<file path="config.mk">
export PLATFORM = sky130hd
export DESIGN_NAME = usr_shift_io
export DESIGN_NICKNAME = d
export VERILOG_FILES = /design/src/rtl/usr_pkg.sv /design/src/rtl/usr_rst_sync.sv /design/src/rtl/usr_ctrl.sv /design/src/rtl/usr_cell.sv /design/src/rtl/usr_shift_io.sv
export SDC_FILE = /design/constraint.sdc
export NUM_CORES = 1
export LEC_CHECK = 0
export BUFFER_PORTS_ARGS = -buffer_cell sky130_fd_sc_hd__buf_2
export CORE_MARGIN = 2
export CORE_UTILIZATION = 35
export DETAILED_ROUTE_END_ITERATION = 16
export GPL_ROUTABILITY_DRIVEN = 0
export PLACE_DENSITY_LB_ADDON = 0.15
export SLEW_MARGIN = 20
export SYNTH_ARGS = -nofsm -noshare
export SYNTH_HDL_FRONTEND = slang
export SYNTH_SLANG_ARGS = --single-unit
</file>
<file path="constraint.sdc">
create_clock -name clk -period 0.8 [get_ports clk]
set_clock_uncertainty 0.1 [all_clocks]
set_input_delay 0.16 -clock clk [delete_from_list [all_inputs] [get_ports clk]]
set_output_delay 0.16 -clock clk [all_outputs]
set_load 0.02 [all_outputs]
</file>
<file path="src/rtl/usr_pkg.sv">
package usr_pkg;

  // Mode code is {sel2, sel1}
  typedef enum logic [1:0] {
    MODE_HOLD = 2'b00,
    MODE_SHR  = 2'b01,
    MODE_SHL  = 2'b10,
    MODE_LOAD = 2'b11
  } usr_mode_e;

endpackage

</file>
<file path="src/rtl/usr_rst_sync.sv">
module usr_rst_sync #(
  parameter int STAGES = 2
) (
  input  logic clk,
  input  logic rst_n_i,
  output logic rst_n_o
);

  logic [STAGES-1:0] sync_q;

  always_ff @(posedge clk or negedge rst_n_i) begin
    if (!rst_n_i) sync_q <= '0;
    else          sync_q <= {sync_q[STAGES-2:0], 1'b1};
  end

  assign rst_n_o = sync_q[STAGES-1];

endmodule

</file>
<file path="src/rtl/usr_ctrl.sv">
module usr_ctrl
  import usr_pkg::*;
(
  input  logic      sel1,
  input  logic      sel2,
  input  logic      oe1_n,
  input  logic      oe2_n,
  output usr_mode_e mode_o,
  output logic      port_oe_o
);

  logic load_sel;
  logic en_pair;

  always_comb begin
    mode_o    = usr_mode_e'({sel2, sel1});
    load_sel  = sel1 & sel2;
    en_pair   = ~oe1_n & ~oe2_n;
    // the port floats during load so external data can be captured
    port_oe_o = en_pair & ~load_sel;
  end

endmodule

</file>
<file path="src/rtl/usr_cell.sv">
module usr_cell
  import usr_pkg::*;
(
  input  logic      clk,
  input  logic      rst_n,
  input  logic      clr_n,
  input  usr_mode_e mode,
  input  logic      from_lo,
  input  logic      from_hi,
  input  logic      par_d,
  output logic      q
);

  logic q_r;
  logic d_nxt;
  logic cken;

  // next-state
  always_comb begin
    d_nxt = q_r;
    unique case (mode)
      MODE_HOLD: d_nxt = q_r;
      MODE_SHR:  d_nxt = from_lo;
      MODE_SHL:  d_nxt = from_hi;
      MODE_LOAD: d_nxt = par_d;
    endcase
    if (!clr_n) d_nxt = 1'b0;
    cken = ~clr_n | (mode != MODE_HOLD);
  end

  // register
  always_ff @(posedge clk or negedge rst_n) begin
    if (!rst_n)    q_r <= 1'b0;
    else if (cken) q_r <= d_nxt;
  end

  assign q = q_r;

  p_clr_zero_r5: assert property (@(posedge clk) disable iff (!rst_n)
    !clr_n |=> !q_r);

  p_hold_keep_r8: assert property (@(posedge clk) disable iff (!rst_n)
    (clr_n && mode == MODE_HOLD) |=> $stable(q_r));

endmodule

</file>
<file path="src/rtl/usr_shift_io.sv">
module usr_shift_io
  import usr_pkg::*;
#(
  parameter int WIDTH       = 8,
  parameter int SYNC_STAGES = 2
) (
  input  logic             clk,
  input  logic             rst_n,
  input  logic             clr_n,
  input  logic             sel1,
  input  logic             sel2,
  input  logic             oe1_n,
  input  logic             oe2_n,
  input  logic             ser_r,
  input  logic             ser_l,
  input  logic [WIDTH-1:0] io_in,
  output logic [WIDTH-1:0] io_out,
  output logic             io_oe,
  output logic             q_first,
  output logic             q_last
);

  localparam int MSB = WIDTH - 1;

  logic             rst_sync_n;
  usr_mode_e        mode;
  logic [WIDTH-1:0] stage_q;
  logic [WIDTH-1:0] lo_src;
  logic [WIDTH-1:0] hi_src;

  usr_rst_sync #(.STAGES(SYNC_STAGES)) u_rst (
    .clk     (clk),
    .rst_n_i (rst_n),
    .rst_n_o (rst_sync_n)
  );

  usr_ctrl u_ctrl (
    .sel1      (sel1),
    .sel2      (sel2),
    .oe1_n     (oe1_n),
    .oe2_n     (oe2_n),
    .mode_o    (mode),
    .port_oe_o (io_oe)
  );

  for (genvar i = 0; i < WIDTH; i++) begin : g_stage
    if (i == 0) begin : g_lo_end
      assign lo_src[i] = ser_r;
    end else begin : g_lo_mid
      assign lo_src[i] = stage_q[i-1];
    end
    if (i == MSB) begin : g_hi_end
      assign hi_src[i] = ser_l;
    end else begin : g_hi_mid
      assign hi_src[i] = stage_q[i+1];
    end

    usr_cell u_cell (
      .clk     (clk),
      .rst_n   (rst_sync_n),
      .clr_n   (clr_n),
      .mode    (mode),
      .from_lo (lo_src[i]),
      .from_hi (hi_src[i]),
      .par_d   (io_in[i]),
      .q       (stage_q[i])
    );
  end

  assign io_out  = stage_q;
  assign q_first = stage_q[0];
  assign q_last  = stage_q[MSB];

  p_load_capture_r1: assert property (@(posedge clk) disable iff (!rst_sync_n)
    (clr_n && sel1 && sel2) |=> io_out == $past(io_in));

  p_load_float_r2: assert property (@(posedge clk) disable iff (!rst_sync_n)
    (sel1 && sel2) |-> !io_oe);

  p_drive_pair_r3: assert property (@(posedge clk) disable iff (!rst_sync_n)
    (!(sel1 && sel2) && !oe1_n && !oe2_n) |-> io_oe);

  p_shift_right_r6: assert property (@(posedge clk) disable iff (!rst_sync_n)
    (clr_n && sel1 && !sel2) |=> io_out == {$past(io_out[MSB-1:0]), $past(ser_r)});

  p_shift_left_r7: assert property (@(posedge clk) disable iff (!rst_sync_n)
    (clr_n && !sel1 && sel2) |=> io_out == {$past(ser_l), $past(io_out[MSB:1])});

endmodule

</file>
==> metrics <==
status finished, violations left; failing checks negative setup slack; Site Rows 14; Reg power frac a little over two fifths; Top delay family on crit path flip-flops; Critical Path, Cell by Cell buf_6; Max Clk Rate around 900 MHz; fin crit share 137%; chip height 44.6 µm; Overflow after GRT 0; Layout fillers between 100 and 150; Mapped Avg Cell Area about 12 µm²; Max-Cap Viols 0; P per Cell Area between 1500 and 2000 nW/µm²; Finish-stage setup viols 19; PnR worst setup slack -0.293 ns; RSZ-0062 raised after global routing true; pre-CTS setup slack -0.364 ns; CP peak stage delay 0.44 ns; total power 1.36 mW; initial antenna violation count 0; H-tree depth 1; Internal Pwr Total 1.01 mW; Antenna Nets Post-Route 0; Mapped Area between 500 and 600 µm²; YS warnings 0; post-synth top area share 43.4%; Final Max Tran Viols 0; Starting DRT DRC Count 2; Post-Synth Simple-Gate Area roughly 1.7%; Crit Path Max Fanout 4; Final min period approximately 1.1 ns; WL final approximately 1.3 mm; DR vias ~470; Fin. Hold Viols 0; largest net degree at the start of global routing 17; Seq/Total Area, Yosys a little over two fifths; Synth Instances 49; Initial Util 37.8%; worst skew pair latency ~0.26 ns; DR WL/cell between 10 and 15 µm; CTS buffer count 3; Logic pwr share approximately a quarter; crit path capture type primary output; CP max-delay cell dfrtp_2; switching part of the total power between 20 and 30%; Worst EP arrival around 0.83 ns; Total Die Area ~2000 µm²; largest area contributor in the netlist dfrtp_1; vias per cell 5.01; post-synthesis compound-gate area fraction under 10%; P_sw between 0.3 and 0.4 mW; XOR/XNOR share of the synthesized area 0%; Die W roughly 45 µm; drt pass-1 iters 4; syn nets between 60 and 70; critical path required time around 0.54 ns; kind of critical path flip-flop to primary output; Core Footprint about 1500 µm²; maximum VDD drop approximately 0.9 mV; drt drc 0; Synth cell types 11; CTS max path bufs 2; PortBufs 27; Nets 96; Startpoint Class flip-flop; area grow syn2layout 53.6%; Post-DP HPWL 774 µm; largest cells by area after synthesis dfrtp_1, mux2i_1, buf_4; Hold WC Path Type flip-flop to asynchronous set/reset pin; adder-cell area share of the yosys netlist 0%; first-pass GRT wire length 2.19 mm; Clk pin slew, worst setup/hold paths roughly 0.07 ns; Pleak between 0.4 and 0.5 nW; IO Pins 28; diode count 0; Root Buffer clkbuf_4; layout cells sized above 1 55.1%; Seq cells post-synth 10; CTS tree built; mux contribution to synthesized area approximately 28%; CTS sink count 10; worst path bufs/invs 1; total track usage between 10% and 20%; number of global-route vias before repair around 500; Clk pwr share 33.1%; largest family of logic cells by synthesized area multiplexers
## cells in the mapped netlist
cell	instances
mux2i_1	16
dfrtp_1	10
buf_4	8
o22ai_1	8
a211oi_1	1
buf_1	1
buf_12	1
buf_6	1
conb_1	1
nand2_1	1
nand2b_1	1
## worst paths after layout
check	startpoint	endpoint	slack, ns	depth (start not counted)
max in group asynchronous	u_rst.sync_q[1]$_DFF_PN0_	g_stage[7].u_cell.q$_DFFE_PN0P_	0.28	0
min reg2reg	u_rst.sync_q[1]$_DFF_PN0_	g_stage[5].u_cell.q$_DFFE_PN0P_	0.04	0
max	g_stage[0].u_cell.q$_DFFE_PN0P_	q_first	-0.29	1
min in group clk	ser_r	g_stage[0].u_cell.q$_DFFE_PN0P_	0.07	3
min	u_rst.sync_q[1]$_DFF_PN0_	g_stage[5].u_cell.q$_DFFE_PN0P_	0.04	0
max reg2reg	g_stage[5].u_cell.q$_DFFE_PN0P_	g_stage[5].u_cell.q$_DFFE_PN0P_	-0.20	3
## timing repair
action                     4_1_cts  5_1_grt
setup endpoints to repair       19       19
buffers inserted                 8        0
hold buffers                     1        0
gates resized for setup         31        6
pin swaps                        5        3
hold endpoints to repair         2        0
## per-stage QoR
stage	TNS [ns]	hold slack (ns)	instances	utilization [%]	cell area, µm²
after floorplan	-0.922	-0.236	49	-	608
after global placement	-3.15	-0.154	81	42.8	652
after detailed placement	-3.20	-0.151	81	42.8	652
after CTS	-4.39	0.0532	94	56.8	866
after global routing	-5.03	0.0666	94	58.1	886
final	-4.29	0.0397	94	58.1	886
## cell type report
cell class	count	area, µm²	share of cell area [%]
repair buffers	36	329	37.1
flip-flops and latches	10	253	28.5
multi-input cells	28	248	28.0
clock buffers	4	36.3	4.10
well taps	16	20.0	2.26
## placed cells by master, fill, tap and decap left out
master,n
buf_6,19
mux2i_1,15
buf_2,14
o22ai_1,8
dfrtp_1,8
clkbuf_4,3
dfrtp_2,2
a211oi_4,1
nand2_1,1
nand2b_1,1
mux2i_2,1
clkbuf_8,1
dlygate4sd3_1,1
buf_16,1
buf_4,1
conb_1,1
## cell families (layout without fill, tap and decap cells)
| logic type | after synthesis | in the layout |
|---|---|---|
| compound gates | 9 | 9 |
| buf+inv | 11 | 40 |
| flops | 10 | 10 |
| mux | 16 | 16 |
| other cells | 1 | 1 |
| simple gates | 2 | 2 |
## power by group through the flow
stage / combinational (mW) / sequential, mW / clock (mW)
after floorplan: 0.189 / 0.578 / 0
final: 0.339 / 0.567 / 0.449
after CTS: 0.329 / 0.566 / 0.471
after detailed placement: 0.226 / 0.576 / 0
after global placement: 0.225 / 0.576 / 0
after global routing: 0.365 / 0.573 / 0.498
## flip-flops by register name, indices dropped and copies added, names as in the netlist
signal / flops
u_rst.sync_q: 2
g_stage.u_cell.q: 8
## metal layers
metal  wire, µm  global-route usage [%]  vias to the layer above
met2        675                    26.7                       17
met5          0                       0                        -
met3         84                    6.53                        2
met1        502                    17.0                      225
li1           -                       -                      227
met4          5                    3.64                        0
Power figures use the tool's default switching activity.
